[config.mk]
export PLATFORM = sky130hd
export DESIGN_NAME = nand_copyback_seq
export DESIGN_NICKNAME = d
export VERILOG_FILES = /design/src/rtl/nand_cb_pkg.sv /design/src/rtl/nand_cb_strobe.sv /design/src/rtl/nand_cb_busywait.sv /design/src/rtl/nand_cb_lockout.sv /design/src/rtl/nand_copyback_seq.sv
export SDC_FILE = /design/constraint.sdc
export NUM_CORES = 1
export LEC_CHECK = 0
export ABC_AREA = 1
export BUFFER_PORTS_ARGS = -buffer_cell sky130_fd_sc_hd__buf_4
export CORE_AREA = 2 2 206 208
export CTS_CLUSTER_SIZE = 24
export DETAILED_ROUTE_END_ITERATION = 10
export DIE_AREA = 0 0 208 210
export GPL_TIMING_DRIVEN = 0
export PLACE_DENSITY = 0.44
export SKIP_LAST_GASP = 1
export SYNTH_ARGS = -nofsm -noshare
export SYNTH_HDL_FRONTEND = slang
export SYNTH_HIERARCHICAL = 1
export SYNTH_SLANG_ARGS = --single-unit
[constraint.sdc]
create_clock -name clk -period 3.25 [get_ports clk]
set_input_delay 0.1625 -clock clk [delete_from_list [all_inputs] [get_ports clk]]
set_output_delay 0.1625 -clock clk [all_outputs]
set_load 0.03 [all_outputs]
[src/rtl/nand_cb_pkg.sv]
package nand_cb_pkg;

    localparam int ROW_MAX = 24;

    localparam logic [7:0] OP_READ    = 8'h00;
    localparam logic [7:0] OP_COPY    = 8'h8A;
    localparam logic [7:0] OP_CONFIRM = 8'h10;
    localparam logic [7:0] OP_STATUS  = 8'h70;

    typedef enum logic [2:0] {
        DEN_128M,
        DEN_256M,
        DEN_512M,
        DEN_512M_DUAL,
        DEN_1G_DUAL
    } density_e;

    typedef enum logic [3:0] {
        S_IDLE,
        S_RCMD,
        S_RADR,
        S_RWAIT,
        S_PCMD,
        S_PADR,
        S_CFM,
        S_PWAIT,
        S_SCMD,
        S_SRD,
        S_DONE
    } seq_state_e;

    typedef struct packed {
        logic [7:0] status;
        logic       fail;
        logic       mismatch;
        logic       timeout;
    } cb_result_t;

    // Row bit k carries device address bit A(k+9).
    function automatic logic [ROW_MAX-1:0] plane_mask(density_e d);
        logic [ROW_MAX-1:0] m;
        m = '0;
        case (d)
            DEN_128M:      m[14] = 1'b1;
            DEN_256M:      m[15] = 1'b1;
            DEN_512M:      m[16] = 1'b1;
            DEN_512M_DUAL: begin m[15] = 1'b1; m[16] = 1'b1; end
            DEN_1G_DUAL:   begin m[16] = 1'b1; m[17] = 1'b1; end
            default:       m = '0;
        endcase
        return m;
    endfunction

    function automatic logic [7:0] addr_byte(logic [ROW_MAX-1:0] row, logic [1:0] idx);
        case (idx)
            2'd1:    return row[7:0];
            2'd2:    return row[15:8];
            2'd3:    return row[23:16];
            default: return 8'h00;
        endcase
    endfunction

endpackage

[src/rtl/nand_cb_strobe.sv]
module nand_cb_strobe #(
    parameter int LOW_CYC  = 2,
    parameter int HIGH_CYC = 2
) (
    input  logic clk,
    input  logic rst,
    input  logic go,
    output logic strobe_n,
    output logic sample,
    output logic fin
);
    localparam int MAXC = (LOW_CYC > HIGH_CYC) ? LOW_CYC : HIGH_CYC;
    localparam int CW   = $clog2(MAXC + 1) + 1;

    typedef enum logic [1:0] {P_IDLE, P_LOW, P_HIGH} phase_e;
    phase_e         ph;
    logic [CW-1:0]  cnt;

    always_ff @(posedge clk) begin
        if (rst) begin
            ph  <= P_IDLE;
            cnt <= '0;
        end else begin
            unique case (ph)
                P_IDLE: if (go) begin
                    ph  <= P_LOW;
                    cnt <= CW'(LOW_CYC - 1);
                end
                P_LOW: if (cnt == '0) begin
                    ph  <= P_HIGH;
                    cnt <= CW'(HIGH_CYC - 1);
                end else begin
                    cnt <= cnt - 1'b1;
                end
                P_HIGH: if (cnt == '0) begin
                    ph <= P_IDLE;
                end else begin
                    cnt <= cnt - 1'b1;
                end
                default: ph <= P_IDLE;
            endcase
        end
    end

    assign strobe_n = (ph != P_LOW);
    assign sample   = (ph == P_LOW)  && (cnt == '0);
    assign fin      = (ph == P_HIGH) && (cnt == '0);
endmodule

[src/rtl/nand_cb_busywait.sv]
module nand_cb_busywait #(
    parameter int GUARD = 8,
    parameter int LIMIT = 4096
) (
    input  logic clk,
    input  logic rst,
    input  logic go,
    input  logic rb,
    output logic ready,
    output logic expired
);
    localparam int MAXC = (GUARD > LIMIT) ? GUARD : LIMIT;
    localparam int CW   = $clog2(MAXC + 1) + 1;
    localparam logic [CW-1:0] G_END = CW'(GUARD - 1);
    localparam logic [CW-1:0] L_END = CW'(LIMIT - 1);

    typedef enum logic [1:0] {W_IDLE, W_GUARD, W_POLL} wphase_e;
    wphase_e        ph;
    logic [CW-1:0]  cnt;
    logic [1:0]     rb_sync;

    always_ff @(posedge clk) begin
        if (rst) rb_sync <= 2'b11;
        else     rb_sync <= {rb_sync[0], rb};
    end

    always_ff @(posedge clk) begin
        if (rst) begin
            ph  <= W_IDLE;
            cnt <= '0;
        end else begin
            unique case (ph)
                W_IDLE: if (go) begin
                    ph  <= W_GUARD;
                    cnt <= '0;
                end
                W_GUARD: if (cnt == G_END) begin
                    ph  <= W_POLL;
                    cnt <= '0;
                end else begin
                    cnt <= cnt + 1'b1;
                end
                W_POLL: if (rb_sync[1] || cnt == L_END) begin
                    ph  <= W_IDLE;
                    cnt <= '0;
                end else begin
                    cnt <= cnt + 1'b1;
                end
                default: ph <= W_IDLE;
            endcase
        end
    end

    assign ready   = (ph == W_POLL) && rb_sync[1];
    assign expired = (ph == W_POLL) && !rb_sync[1] && (cnt == L_END);
endmodule

[src/rtl/nand_cb_lockout.sv]
module nand_cb_lockout #(
    parameter int ROW_W     = 24,
    parameter int PAGE_BITS = 5,
    parameter int DEPTH     = 4
) (
    input  logic             clk,
    input  logic             rst,
    input  logic             rec,
    input  logic [ROW_W-1:0] rec_row,
    input  logic             clr,
    input  logic [ROW_W-1:0] clr_row,
    input  logic [ROW_W-1:0] q_row,
    output logic             hit
);
    localparam int PW = (DEPTH > 1) ? $clog2(DEPTH) : 1;
    localparam logic [ROW_W-1:0] BMASK = ~((ROW_W'(1) << PAGE_BITS) - ROW_W'(1));

    logic [ROW_W-1:0] blk [DEPTH];
    logic [DEPTH-1:0] vld, q_match, c_match;
    logic [PW-1:0]    ptr;

    for (genvar g = 0; g < DEPTH; g++) begin : g_entry
        assign q_match[g] = vld[g] && (blk[g] == (q_row & BMASK));
        assign c_match[g] = vld[g] && (blk[g] == (clr_row & BMASK));

        always_ff @(posedge clk) begin
            if (rst) begin
                vld[g] <= 1'b0;
                blk[g] <= '0;
            end else if (rec && ptr == PW'(g)) begin
                vld[g] <= 1'b1;
                blk[g] <= rec_row & BMASK;
            end else if (clr && c_match[g]) begin
                vld[g] <= 1'b0;
            end
        end
    end

    always_ff @(posedge clk) begin
        if (rst)      ptr <= '0;
        else if (rec) ptr <= (ptr == PW'(DEPTH - 1)) ? '0 : ptr + 1'b1;
    end

    assign hit = |q_match;
endmodule

[src/rtl/nand_copyback_seq.sv]
module nand_copyback_seq
    import nand_cb_pkg::*;
#(
    parameter density_e DENSITY      = DEN_1G_DUAL,
    parameter int       STROBE_LOW   = 2,
    parameter int       STROBE_HIGH  = 2,
    parameter int       WB_GUARD     = 8,
    parameter int       BUSY_TIMEOUT = 4096,
    parameter int       PAGE_BITS    = 5,
    parameter int       LOCK_DEPTH   = 4
) (
    input  logic               clk,
    input  logic               rst,
    input  logic               start,
    input  logic [ROW_MAX-1:0] src_row,
    input  logic [ROW_MAX-1:0] tgt_row,
    output logic               seq_busy,
    output logic               done,
    output logic [7:0]         done_status,
    output logic               done_fail,
    output logic               done_mismatch,
    output logic               done_timeout,
    output logic               ce_n,
    output logic               cle,
    output logic               ale,
    output logic               we_n,
    output logic               re_n,
    output logic [7:0]         dq_out,
    output logic               dq_oe,
    input  logic [7:0]         dq_in,
    input  logic               rb,
    input  logic               pp_check,
    input  logic [ROW_MAX-1:0] pp_row,
    output logic               pp_locked,
    input  logic               erase_note,
    input  logic [ROW_MAX-1:0] erase_row
);
    localparam logic [ROW_MAX-1:0] MASK = plane_mask(DENSITY);

    seq_state_e         state, step_next;
    logic               launched;
    logic [1:0]         adr_idx;
    logic [ROW_MAX-1:0] src_q, tgt_q;
    cb_result_t         res;

    logic wr_state, rd_state, wait_state;
    logic st_go, st_n, st_sample, st_fin;
    logic w_go, w_ready, w_expired;
    logic plane_diff, lock_rec, lock_hit;

    assign plane_diff = |((src_row ^ tgt_row) & MASK);

    assign cle = (state == S_RCMD) || (state == S_PCMD) ||
                 (state == S_CFM)  || (state == S_SCMD);
    assign ale = (state == S_RADR) || (state == S_PADR);
    assign wr_state   = cle || ale;
    assign rd_state   = (state == S_SRD);
    assign wait_state = (state == S_RWAIT) || (state == S_PWAIT);

    assign st_go = (wr_state || rd_state) && !launched;
    assign w_go  = wait_state && !launched;

    always_comb begin
        unique case (state)
            S_RCMD:  step_next = S_RADR;
            S_RADR:  step_next = S_RWAIT;
            S_RWAIT: step_next = S_PCMD;
            S_PCMD:  step_next = S_PADR;
            S_PADR:  step_next = S_CFM;
            S_CFM:   step_next = S_PWAIT;
            S_PWAIT: step_next = S_SCMD;
            S_SCMD:  step_next = S_SRD;
            S_SRD:   step_next = S_DONE;
            default: step_next = S_IDLE;
        endcase
    end

    always_comb begin
        unique case (state)
            S_RCMD:  dq_out = OP_READ;
            S_PCMD:  dq_out = OP_COPY;
            S_CFM:   dq_out = OP_CONFIRM;
            S_SCMD:  dq_out = OP_STATUS;
            S_RADR:  dq_out = addr_byte(src_q, adr_idx);
            S_PADR:  dq_out = addr_byte(tgt_q, adr_idx);
            default: dq_out = 8'h00;
        endcase
    end

    always_ff @(posedge clk) begin
        if (rst) begin
            state    <= S_IDLE;
            launched <= 1'b0;
            adr_idx  <= '0;
            src_q    <= '0;
            tgt_q    <= '0;
            res      <= '0;
        end else begin
            unique case (state)
                S_IDLE: if (start) begin
                    src_q    <= src_row;
                    tgt_q    <= tgt_row;
                    res      <= '0;
                    launched <= 1'b0;
                    adr_idx  <= '0;
                    if (plane_diff) begin
                        res.mismatch <= 1'b1;
                        state        <= S_DONE;
                    end else begin
                        state <= S_RCMD;
                    end
                end
                S_RWAIT, S_PWAIT: begin
                    if (!launched) begin
                        launched <= 1'b1;
                    end else if (w_ready) begin
                        launched <= 1'b0;
                        state    <= step_next;
                    end else if (w_expired) begin
                        launched    <= 1'b0;
                        res.timeout <= 1'b1;
                        state       <= S_DONE;
                    end
                end
                S_DONE: state <= S_IDLE;
                default: begin
                    if (rd_state && st_sample) begin
                        res.status <= dq_in;
                        res.fail   <= dq_in[0];
                    end
                    if (!launched) begin
                        launched <= 1'b1;
                    end else if (st_fin) begin
                        launched <= 1'b0;
                        if (ale && adr_idx != 2'd3) begin
                            adr_idx <= adr_idx + 1'b1;
                        end else begin
                            adr_idx <= '0;
                            state   <= step_next;
                        end
                    end
                end
            endcase
        end
    end

    nand_cb_strobe #(
        .LOW_CYC  (STROBE_LOW),
        .HIGH_CYC (STROBE_HIGH)
    ) i_strobe (
        .clk      (clk),
        .rst      (rst),
        .go       (st_go),
        .strobe_n (st_n),
        .sample   (st_sample),
        .fin      (st_fin)
    );

    nand_cb_busywait #(
        .GUARD (WB_GUARD),
        .LIMIT (BUSY_TIMEOUT)
    ) i_wait (
        .clk     (clk),
        .rst     (rst),
        .go      (w_go),
        .rb      (rb),
        .ready   (w_ready),
        .expired (w_expired)
    );

    assign lock_rec = (state == S_DONE) && !res.fail && !res.mismatch && !res.timeout;

    nand_cb_lockout #(
        .ROW_W     (ROW_MAX),
        .PAGE_BITS (PAGE_BITS),
        .DEPTH     (LOCK_DEPTH)
    ) i_lock (
        .clk     (clk),
        .rst     (rst),
        .rec     (lock_rec),
        .rec_row (tgt_q),
        .clr     (erase_note),
        .clr_row (erase_row),
        .q_row   (pp_row),
        .hit     (lock_hit)
    );

    assign pp_locked     = pp_check && lock_hit;
    assign ce_n          = (state == S_IDLE) || (state == S_DONE);
    assign we_n          = wr_state ? st_n : 1'b1;
    assign re_n          = rd_state ? st_n : 1'b1;
    assign dq_oe         = wr_state;
    assign seq_busy      = (state != S_IDLE);
    assign done          = (state == S_DONE);
    assign done_status   = res.status;
    assign done_fail     = res.fail;
    assign done_mismatch = res.mismatch;
    assign done_timeout  = res.timeout;
endmodule

==> results of run 1 <==
==> registers in the layout, indices dropped and copies added, names as in the netlist, 3 cells and up <==
name          flops
i_lock/vld        4
done_status       8
src_q            24
tgt_q            24
step_next         4
i_wait/cnt       14
state             4
i_lock/blk       76
i_strobe/cnt      3
==> final timing paths <==
path	endpoint	slack, ns	from	cells after the start
worst max register to register	i_lock/blk[3][14]	0.44	state[1]	7
worst min register to register	i_wait/rb_sync[1]	0.47	i_wait/rb_sync[0]	1
worst min-delay path	src_q[23]	0.04	src_row[23]	3
worst max-delay path	i_lock/blk[3][14]	0.44	state[1]	7
==> timing repair <==
item | CTS | global route
setup endpoints to repair | 0 | 0
endpoints found under the hold margin | 50 | 0
hold buffers | 50 | 0
==> layout make-up <==
type	instances	area share
repair buffers	175	0.1110
clock buffers	17	0.03283
well taps	539	0.05204
clock inverters	15	0.01178
multi-input cells	1055	0.3924
plain buffers	36	0.01381
inverters	202	0.05861
flip-flops and latches	174	0.3275
==> cell families after synthesis <==
| group | Yosys count | share of synthesized area |
|---|---|---|
| AO/OA/AOI/OAI | 185 | 0.09810 |
| AND/OR/NAND/NOR | 795 | 0.3233 |
| adder cells (fa/ha/maj) | 27 | 0.03290 |
| buffers and inverters | 238 | 0.09140 |
| flip-flops | 174 | 0.4134 |
| XOR/XNOR | 48 | 0.04095 |
==> worst min-delay path, stage by stage <==
cell and delay, ns:
buf_4 0.09, o21ai_0 0.07, a21oi_1 0.10
==> cell usage after synthesis (2+ instances only) <==
cell	instances
nand3b_1	7
nor2_8	2
nand2_2	17
nand2_1	382
a21oi_2	2
a22o_1	9
a22oi_1	2
xor2_1	16
a21oi_1	42
xnor2_1	32
inv_2	40
o21ai_0	89
buf_4	2
nor3_1	6
a21boi_0	2
o21ai_1	24
inv_1	161
nand3_2	3
o22ai_1	6
dfxtp_1	98
o211ai_1	6
clkbuf_1	16
ha_1	27
nand3_1	50
nor2_1	289
or2_1	2
or2_2	2
edfxtp_1	76
nand4_1	5
buf_2	16
nor2_2	21
nand3_4	2
nand2_4	4
==> layer usage <==
metal  wire, µm  vias up
met4        866        0
met5          0        -
met3       1393       39
met2      16700      232
li1           -     4978
met1      17180     4370
==> where the power goes <==
| part | total, W | switching, W | internal (W) |
|---|---|---|---|
| clock network | 0.00203 | 0.00100 | 0.00103 |
| registers | 0.00290 | 0.000273 | 0.00262 |
| logic | 0.00297 | 0.00198 | 0.000992 |
| total | 0.00790 | 0.00326 | 0.00465 |
==> through the flow <==
step                utilization  area, µm²
finish                   0.3124      12960
global route             0.3124      12960
CTS                      0.3124      12960
detailed placement       0.2864      11880
global placement         0.2864      11880
floorplan                     -      10270
==> results.yml, run 1 <==
worst_setup_path:
  crit_path_top_delay_cell: "nand2_1"
  end_kind: "flop"
  path_buf_inv: 2
  worstPathCellList: "inv_1 > nor2_2 > nand2_2 > nor4_1 > buf_2 > nand2_1 > nand2_1"
  critPathMaxStageDelay_ns: 0.79
  worstSetupPathType: "reg -> reg"
  worst-endpoint-required_ns: 3.30
  crit_family: "simple AND/OR/NAND/NOR gates"
  crit_fanout: 20
  cp_common_cell: "nand2_1"
  start_kind: "flop"
  critPathArrivalTime_ns: 2.86
place:
  dp.cells: 2131
  hpwl_mm: 29.37
  place.gp.congestion: 0.9566
  portBuffers: 125
  pre_cts_slack_ns: 0.4273
min_path:
  min_path_type: "in -> reg"
floorplanning:
  fp.dieW_um: 208
  io_pins: 138
  core-area_mm2: 0.04148
  row_count: 75
  die_h_um: 210
  dieArea_mm2: 0.04368
  start_util: 0.2475
timing:
  hold_viol: 0
  period_needed_ns: 2.812
  rsz0062_at_grt: "false"
  fin_worst_skew_ns: 0.01071
  tns_ns: 0
  whs_ns: 0.04023
  finalSetupViolCount: 0
  slew_headroom: 0.2828
  layout_setup_ws_ns: 0.4376
  period_share: 0.8654
  fmax_mhz: 355.6
  worst_pin_slew_ns: 1.073
  slew_viol_final: 0
synth:
  synth_cells: 1467
  yosysTopAreaCell: "edfxtp_1"
  yosys_most_used_dff: "dfxtp_1"
  synth.distinct_cells: 42
  async_flop_share: 0
  synth_top_area_share: 0.2223
  synth_edf_count: 76
  synth_nets: 1604
  synth_seq_area_share: 0.4134
  ys_ff_latch: 174
  synth.area.top_cells: "edfxtp_1 (22%), dfxtp_1 (19%), nand2_1 (14%)"
  avgSynthCellArea_um2: 6.999
  yosysWarnings: 6
  netlist_area_mm2: 0.01027
pwr:
  power_density_mw_per_mm2: 609.8
  ir_worst_vdd_mv: 0.3764
  power_leakage_nw: 5.749
  total_power_w: 0.007903
drt:
  drtAntennaViolNets: 0
  drt_iter0_drc: 477
  drc: 0
  dr.pass1.iters: 7
  via_per_inst: 4.347
  detail_route.wl_per_cell_um: 16.33
  drt_wl_total_mm: 36.14
  vias: 9619
cts:
  cts_setup_buffers: 0
  clock_latency_ns: 0.43
  root_buffer: "clkbuf_16"
  cts_made_buffers: 17
  cts_tree: "built"
  cts_sinks: 174
  clockBufferDepth: 2
  ctsResizeCount: 0
  cts_htree_levels: 4
  clk_pin_slew_ns: 0.07
grt:
  antenna_found_initial: 0
  first_global_vias: 9582
  grt_util_met2: 0.2761
  grt_util_met1: 0.2262
  track_usage: 0.1670
  grt_pass1_wl_mm: 55.57
  grt.overflow.total: 0
  use_met3: 0.02145
  grt_max_degree: 21
  grt.busiest_layer: "met2"
layout:
  fin_cells: 2213
  areaGrowthSynthToFinish_pct: 26.21
  final_cell_mix: "nand2_1 (382), nor2_1 (289), inv_1 (161)"
  layout.area.seq_mm2: 0.004244
  fill_cells: 4579
  diodes: 0
  final_layout_size_suffix_gt1_frac: 0.1619
  multi_input_area_mm2: 0.005085
  layout_commonest_cell: "nand2_1"
  fin_nets: 1798
run:
  drv_cap: 0
run_status:
  status: "complete, no violations"
Note: power is estimated with default switching activity, not from simulation.
==> run 2, diff against run 1 <==
--- a/config.mk
+++ b/config.mk
@@ -7,12 +7,11 @@
 export LEC_CHECK = 0
 export ABC_AREA = 1
 export BUFFER_PORTS_ARGS = -buffer_cell sky130_fd_sc_hd__buf_4
-export CORE_AREA = 2 2 206 208
+export CORE_AREA = 2 2 164 166
 export CTS_CLUSTER_SIZE = 24
 export DETAILED_ROUTE_END_ITERATION = 10
-export DIE_AREA = 0 0 208 210
-export GPL_TIMING_DRIVEN = 0
-export PLACE_DENSITY = 0.44
+export DIE_AREA = 0 0 166 168
+export PLACE_DENSITY = 0.61
 export SKIP_LAST_GASP = 1
 export SYNTH_ARGS = -nofsm -noshare
 export SYNTH_HDL_FRONTEND = slang
==> run 2 against run 1 <==
Register-to-register slack improved by 0.21 ns. Core utilization rose by 17 points. Worst setup slack improved by 0.21 ns. First-iteration DRC count increased by 45%. Power shrank 1.4%. Critical path depth is 9 higher. Routed wire length shrank 15%. Critical path type unchanged. Highest routed layer unchanged.
==> results.yml, run 2 (synthesis results as in run 1) <==
run_status:
  status: "complete, no violations"
worst_setup_path:
  end_kind: "flop"
  critPathMaxStageDelay_ns: 0.40
  crit_fanout: 4
  path_buf_inv: 1
  cp_num_cells: 16
  crit_path_top_delay_cell: "dfxtp_1"
  worstPathCellList: "ha_1 > nand3_1 > nor2_4 > nand2_2 > nor3_1 > o21ai_0 > nand2_1 > nand3_2 > nor2_2 > nand2_1 > nand2_1 > nand2_1 > inv_1 > ha_1 > nand2_1 > o21ai_2"
  worst-endpoint-required_ns: 3.58
  start_kind: "flop"
  cp_common_cell: "nand2_1"
  r2r_cells: 16
  worstSetupPathType: "reg -> reg"
  critPathArrivalTime_ns: 2.93
  crit_family: "simple AND/OR/NAND/NOR gates"
  reg2reg_slack_ns: 0.64
timing:
  period_needed_ns: 2.606
  worst_pin_slew_ns: 0.7125
  whs_ns: 0.01823
  fin_worst_skew_ns: 0.01244
  slew_viol_final: 0
  finalSetupViolCount: 0
  tns_ns: 0
  period_share: 0.8018
  rsz0062_at_grt: "false"
  slew_headroom: 0.5250
  hold_viol: 0
  layout_setup_ws_ns: 0.6441
  fmax_mhz: 383.8
drt:
  dr.pass1.iters: 5
  drt_wl_total_mm: 30.76
  drc: 0
  drt_iter0_drc: 693
  via_per_inst: 4.827
  drtAntennaViolNets: 0
  detail_route.wl_per_cell_um: 15.44
  vias: 9615
grt:
  track_usage: 0.2208
  antenna_found_initial: 0
  grt.overflow.total: 0
  grt_max_degree: 56
  first_global_vias: 9124
  grt_pass1_wl_mm: 48.42
floorplanning:
  row_count: 60
  core-area_mm2: 0.02635
  io_pins: 138
  dieArea_mm2: 0.02789
  die_h_um: 168
  fp.dieW_um: 166
  start_util: 0.3896
cts:
  clockBufferDepth: 2
  clk_pin_slew_ns: 0.07
  cts_made_buffers: 17
  clock_latency_ns: 0.43
  cts_htree_levels: 4
  cts_sinks: 174
  root_buffer: "clkbuf_16"
  cts_tree: "built"
  cts_setup_buffers: 0
pwr:
  power_density_mw_per_mm2: 615.1
  power_leakage_nw: 5.734
  ir_worst_vdd_mv: 0.5854
layout:
  areaGrowthSynthToFinish_pct: 23.35
  final_cell_mix: "nand2_1 (382), nor2_1 (289), inv_1 (160)"
  final_util: 0.4806
  fin_nets: 1775
  regMostFlops: "i_lock/blk"
  layout_commonest_cell: "nand2_1"
  diodes: 0
  reg_top3: "i_lock/blk x76, src_q x24, tgt_q x24"
  largest_reg_flops: 76
  final_layout_size_suffix_gt1_frac: 0.1623
place:
  place.gp.congestion: 0.9749
  pre_cts_slack_ns: 0.6426
  hpwl_mm: 23.76
  portBuffers: 127
min_path:
  hold_depth: 3
  min_path_type: "in -> reg"
run:
  drv_cap: 0
-- run 2: layout make-up --
type	count	area, µm²
Inverter	202	759.5
Multi-Input combinational cell	1055	5091
Clock buffer	17	425.4
Fill cell	2662	13690
Timing Repair Buffer	188	1534
Clock inverter	15	183.9
Sequential cell	174	4244
Tap cell	341	426.7
-- run 2: metal layers --
metal | track usage | wire (µm)
met2 | 0.3446 | 13340
met4 | 0.07599 | 841
met1 | 0.3116 | 14740
met3 | 0.03526 | 1840
met5 | 0 | 0
-- run 2: worst paths after layout --
check / end / from
hold reg to reg: i_wait/rb_sync[1] / i_wait/rb_sync[0]
setup / recovery: step_next[1] / i_wait/cnt[0]
hold / removal: tgt_q[19] / tgt_row[19]
setup reg to reg: step_next[1] / i_wait/cnt[0]
-- run 2: worst reg2reg max path, delay by kind of cell, from the launching register on --
family | cells | cell delay, ns
AOI/OAI and AO/OA | 2 | 0.17
adders and majority gates | 2 | 0.44
and+or+nand+nor | 11 | 1.38
DFF | 1 | 0.40
buffers and inverters | 1 | 0.13
-- run 2: metrics by stage --
stage,area [µm²],power [W],instances
detailed placement,11560,0.005721,1911
floorplan,10270,0.004882,1467
global route,12660,0.008294,1992
CTS,12660,0.007833,1992
global placement,11560,0.005685,1911
finish,12660,0.007790,1992
-- run 2: what timing repair did --
action                                 4_1_cts  5_1_grt
hold buffers                                49        0
resized for setup                            0        0
endpoints found under the hold margin       49        0
-- run 2: power by group --
part,switching (W),internal [W]
clock,0.000998,0.00105
combinational,0.00190,0.000961
sequential,0.000255,0.00262
total,0.00316,0.00463
==> run 3, diff against run 2 <==
--- a/config.mk
+++ b/config.mk
@@ -11,7 +11,7 @@
 export CTS_CLUSTER_SIZE = 24
 export DETAILED_ROUTE_END_ITERATION = 10
 export DIE_AREA = 0 0 166 168
-export PLACE_DENSITY = 0.61
+export PLACE_DENSITY = 0.63
 export SKIP_LAST_GASP = 1
 export SYNTH_ARGS = -nofsm -noshare
 export SYNTH_HDL_FRONTEND = slang
==> constraint.sdc (replaced) <==
create_clock -name clk -period 2.3 [get_ports clk]
set_input_delay 0.115 -clock clk [delete_from_list [all_inputs] [get_ports clk]]
set_output_delay 0.115 -clock clk [all_outputs]
set_load 0.03 [all_outputs]
==> run 3 against run 2 <==
Maximum frequency up 18%. Register-to-register slack worse by 0.56 ns. Critical endpoint is now step_next[0]. Critical path depth up 1. Combinational power up 53%. Power up 46%. Global-route usage about the same. Via count up 2.0%.
==> results.yml, run 3 (synthesis results as in run 1) <==
timing:
  layout_setup_ws_ns: 0.08391
  rsz0062_at_grt: "true"
  period_needed_ns: 2.216
  fmax_mhz: 451.2
  hold_viol: 0
  slew_headroom: 0.3937
  finalSetupViolCount: 0
  period_share: 0.9635
  worst_pin_slew_ns: 0.9081
  tns_ns: 0
  fin_worst_skew_ns: 0.01163
  slew_viol_final: 0
drt:
  drtAntennaViolNets: 0
  drt_iter0_drc: 786
  vias: 9811
  detail_route.wl_per_cell_um: 15.47
  dr.pass1.iters: 7
  via_per_inst: 4.838
  drc: 0
  drt_wl_total_mm: 31.38
min_path:
  hold_depth: 3
  min_path_type: "in -> reg"
place:
  pre_cts_slack_ns: -0.06281
  portBuffers: 127
  place.gp.congestion: 0.9653
  hpwl_mm: 24.01
cts:
  cts_tree: "built"
  clk_pin_slew_ns: 0.07
  clockBufferDepth: 2
  clock_latency_ns: 0.44
  root_buffer: "clkbuf_16"
  cts_made_buffers: 17
  cts_sinks: 174
  cts_htree_levels: 4
layout:
  fin_nets: 1811
  largest_reg_flops: 76
  final_layout_size_suffix_gt1_frac: 0.1980
  final_cell_mix: "nand2_1 (373), nor2_1 (286), buf_4 (162)"
  layout_commonest_cell: "nand2_1"
  regMostFlops: "i_lock/blk"
  diodes: 0
  reg_top3: "i_lock/blk x76, src_q x24, tgt_q x24"
  areaGrowthSynthToFinish_pct: 28.17
pwr:
  power_leakage_nw: 5.966
  power_density_mw_per_mm2: 865.1
  p_int_w: 0.006826
  power_frac_comb: 0.384
  switching_share: 0.4004
  power_frac_seq: 0.357
  clkPwrFrac: 0.258
  switchingPower_w: 0.004559
  ir_worst_vdd_mv: 0.7712
worst_setup_path:
  worst-endpoint-required_ns: 2.63
  end_kind: "flop"
  worstSetupPathType: "reg -> reg"
  r2r_cells: 17
  critPathArrivalTime_ns: 2.54
  start_kind: "flop"
  crit_fanout: 3
floorplanning:
  io_pins: 138
  core-area_mm2: 0.02635
  row_count: 60
  start_util: 0.3896
  dieArea_mm2: 0.02789
  die_h_um: 168
  fp.dieW_um: 166
grt:
  grt_max_degree: 57
  grt.overflow.total: 0
  grt_pass1_wl_mm: 48.52
  first_global_vias: 9237
  track_usage: 0.2204
  antenna_found_initial: 0
run:
  drv_cap: 0
run_status:
  status: "complete, no violations"
[run 3: what timing repair did]
item                                   in CTS  in global routing
gates resized for setup                     4                 51
endpoints found under the hold margin      56                  0
pin swaps                                   0                 15
buffers inserted                            0                  4
setup endpoints to repair                  11                 17
hold buffers                               56                  0
[run 3: worst paths after layout]
kind / start / endpoint / slack, ns
worst max-delay path: i_wait/cnt[1] / step_next[0] / 0.08
worst min-delay path: tgt_row[17] / tgt_q[17] / 0.03
worst max register to register: i_wait/cnt[1] / step_next[0] / 0.08
worst min register to register: i_wait/rb_sync[0] / i_wait/rb_sync[1] / 0.42
[run 3: layout make-up]
class                   instances  area (µm²)
clock buffers                  17       425.4
clock inverters                15       180.2
fillers                      2621       13190
inverters                     202       764.5
multi-input cells            1055        5228
flip-flops and latches        174        4257
well taps                     341       426.7
repair buffers                224        1879
[run 3: critical path, stage by stage (launching register included)]
cell and delay [ns]:
dfxtp_2 0.36, ha_4 0.15, nand3_4 0.08, nor2_4 0.13
nand2_4 0.08, nor3_4 0.19, o21ai_1 0.09, nand2_1 0.11
nand3_2 0.12, nor2_4 0.14, nand2_2 0.09, nand3_4 0.12
inv_4 0.06, ha_1 0.19, inv_1 0.05, nand2_1 0.04
nand3_1 0.06, nand2_1 0.04
[run 3: per-stage QoR]
| step | instances | power [W] | cell area (µm²) | hold slack (ns) | util |
|---|---|---|---|---|---|
| global placement | 1936 | 0.008187 | 11800 | 0.3036 | 0.4479 |
| global route | 2028 | 0.01208 | 13160 | 0.04318 | 0.4994 |
| finish | 2028 | 0.01139 | 13160 | 0.03362 | 0.4994 |
| detailed placement | 1936 | 0.008228 | 11800 | 0.3035 | 0.4479 |
| floorplan | 1467 | 0.006899 | 10270 | 0.1774 | - |
| CTS | 2024 | 0.01125 | 12980 | 0.02381 | 0.4925 |
[run 3: routing by layer]
| layer | GRT usage | up-vias | routed length [µm] |
|---|---|---|---|
| li1 | - | 4994 | - |
| met1 | 0.3046 | 4436 | 14480 |
| met2 | 0.3536 | 342 | 14020 |
| met3 | 0.03103 | 39 | 1997 |
| met4 | 0.07902 | 0 | 885 |
| met5 | 0 | - | 0 |
[run 3: power groups by stage]
| stage | Sequential, W | Combinational [W] | Clock (W) |
|---|---|---|---|
| floorplan | 0.00409 | 0.00281 | 0 |
| CTS | 0.00405 | 0.00421 | 0.00298 |
| detailed placement | 0.00412 | 0.00411 | 0 |
| global route | 0.00412 | 0.00486 | 0.00310 |
| finish | 0.00407 | 0.00438 | 0.00294 |
| global placement | 0.00411 | 0.00408 | 0 |
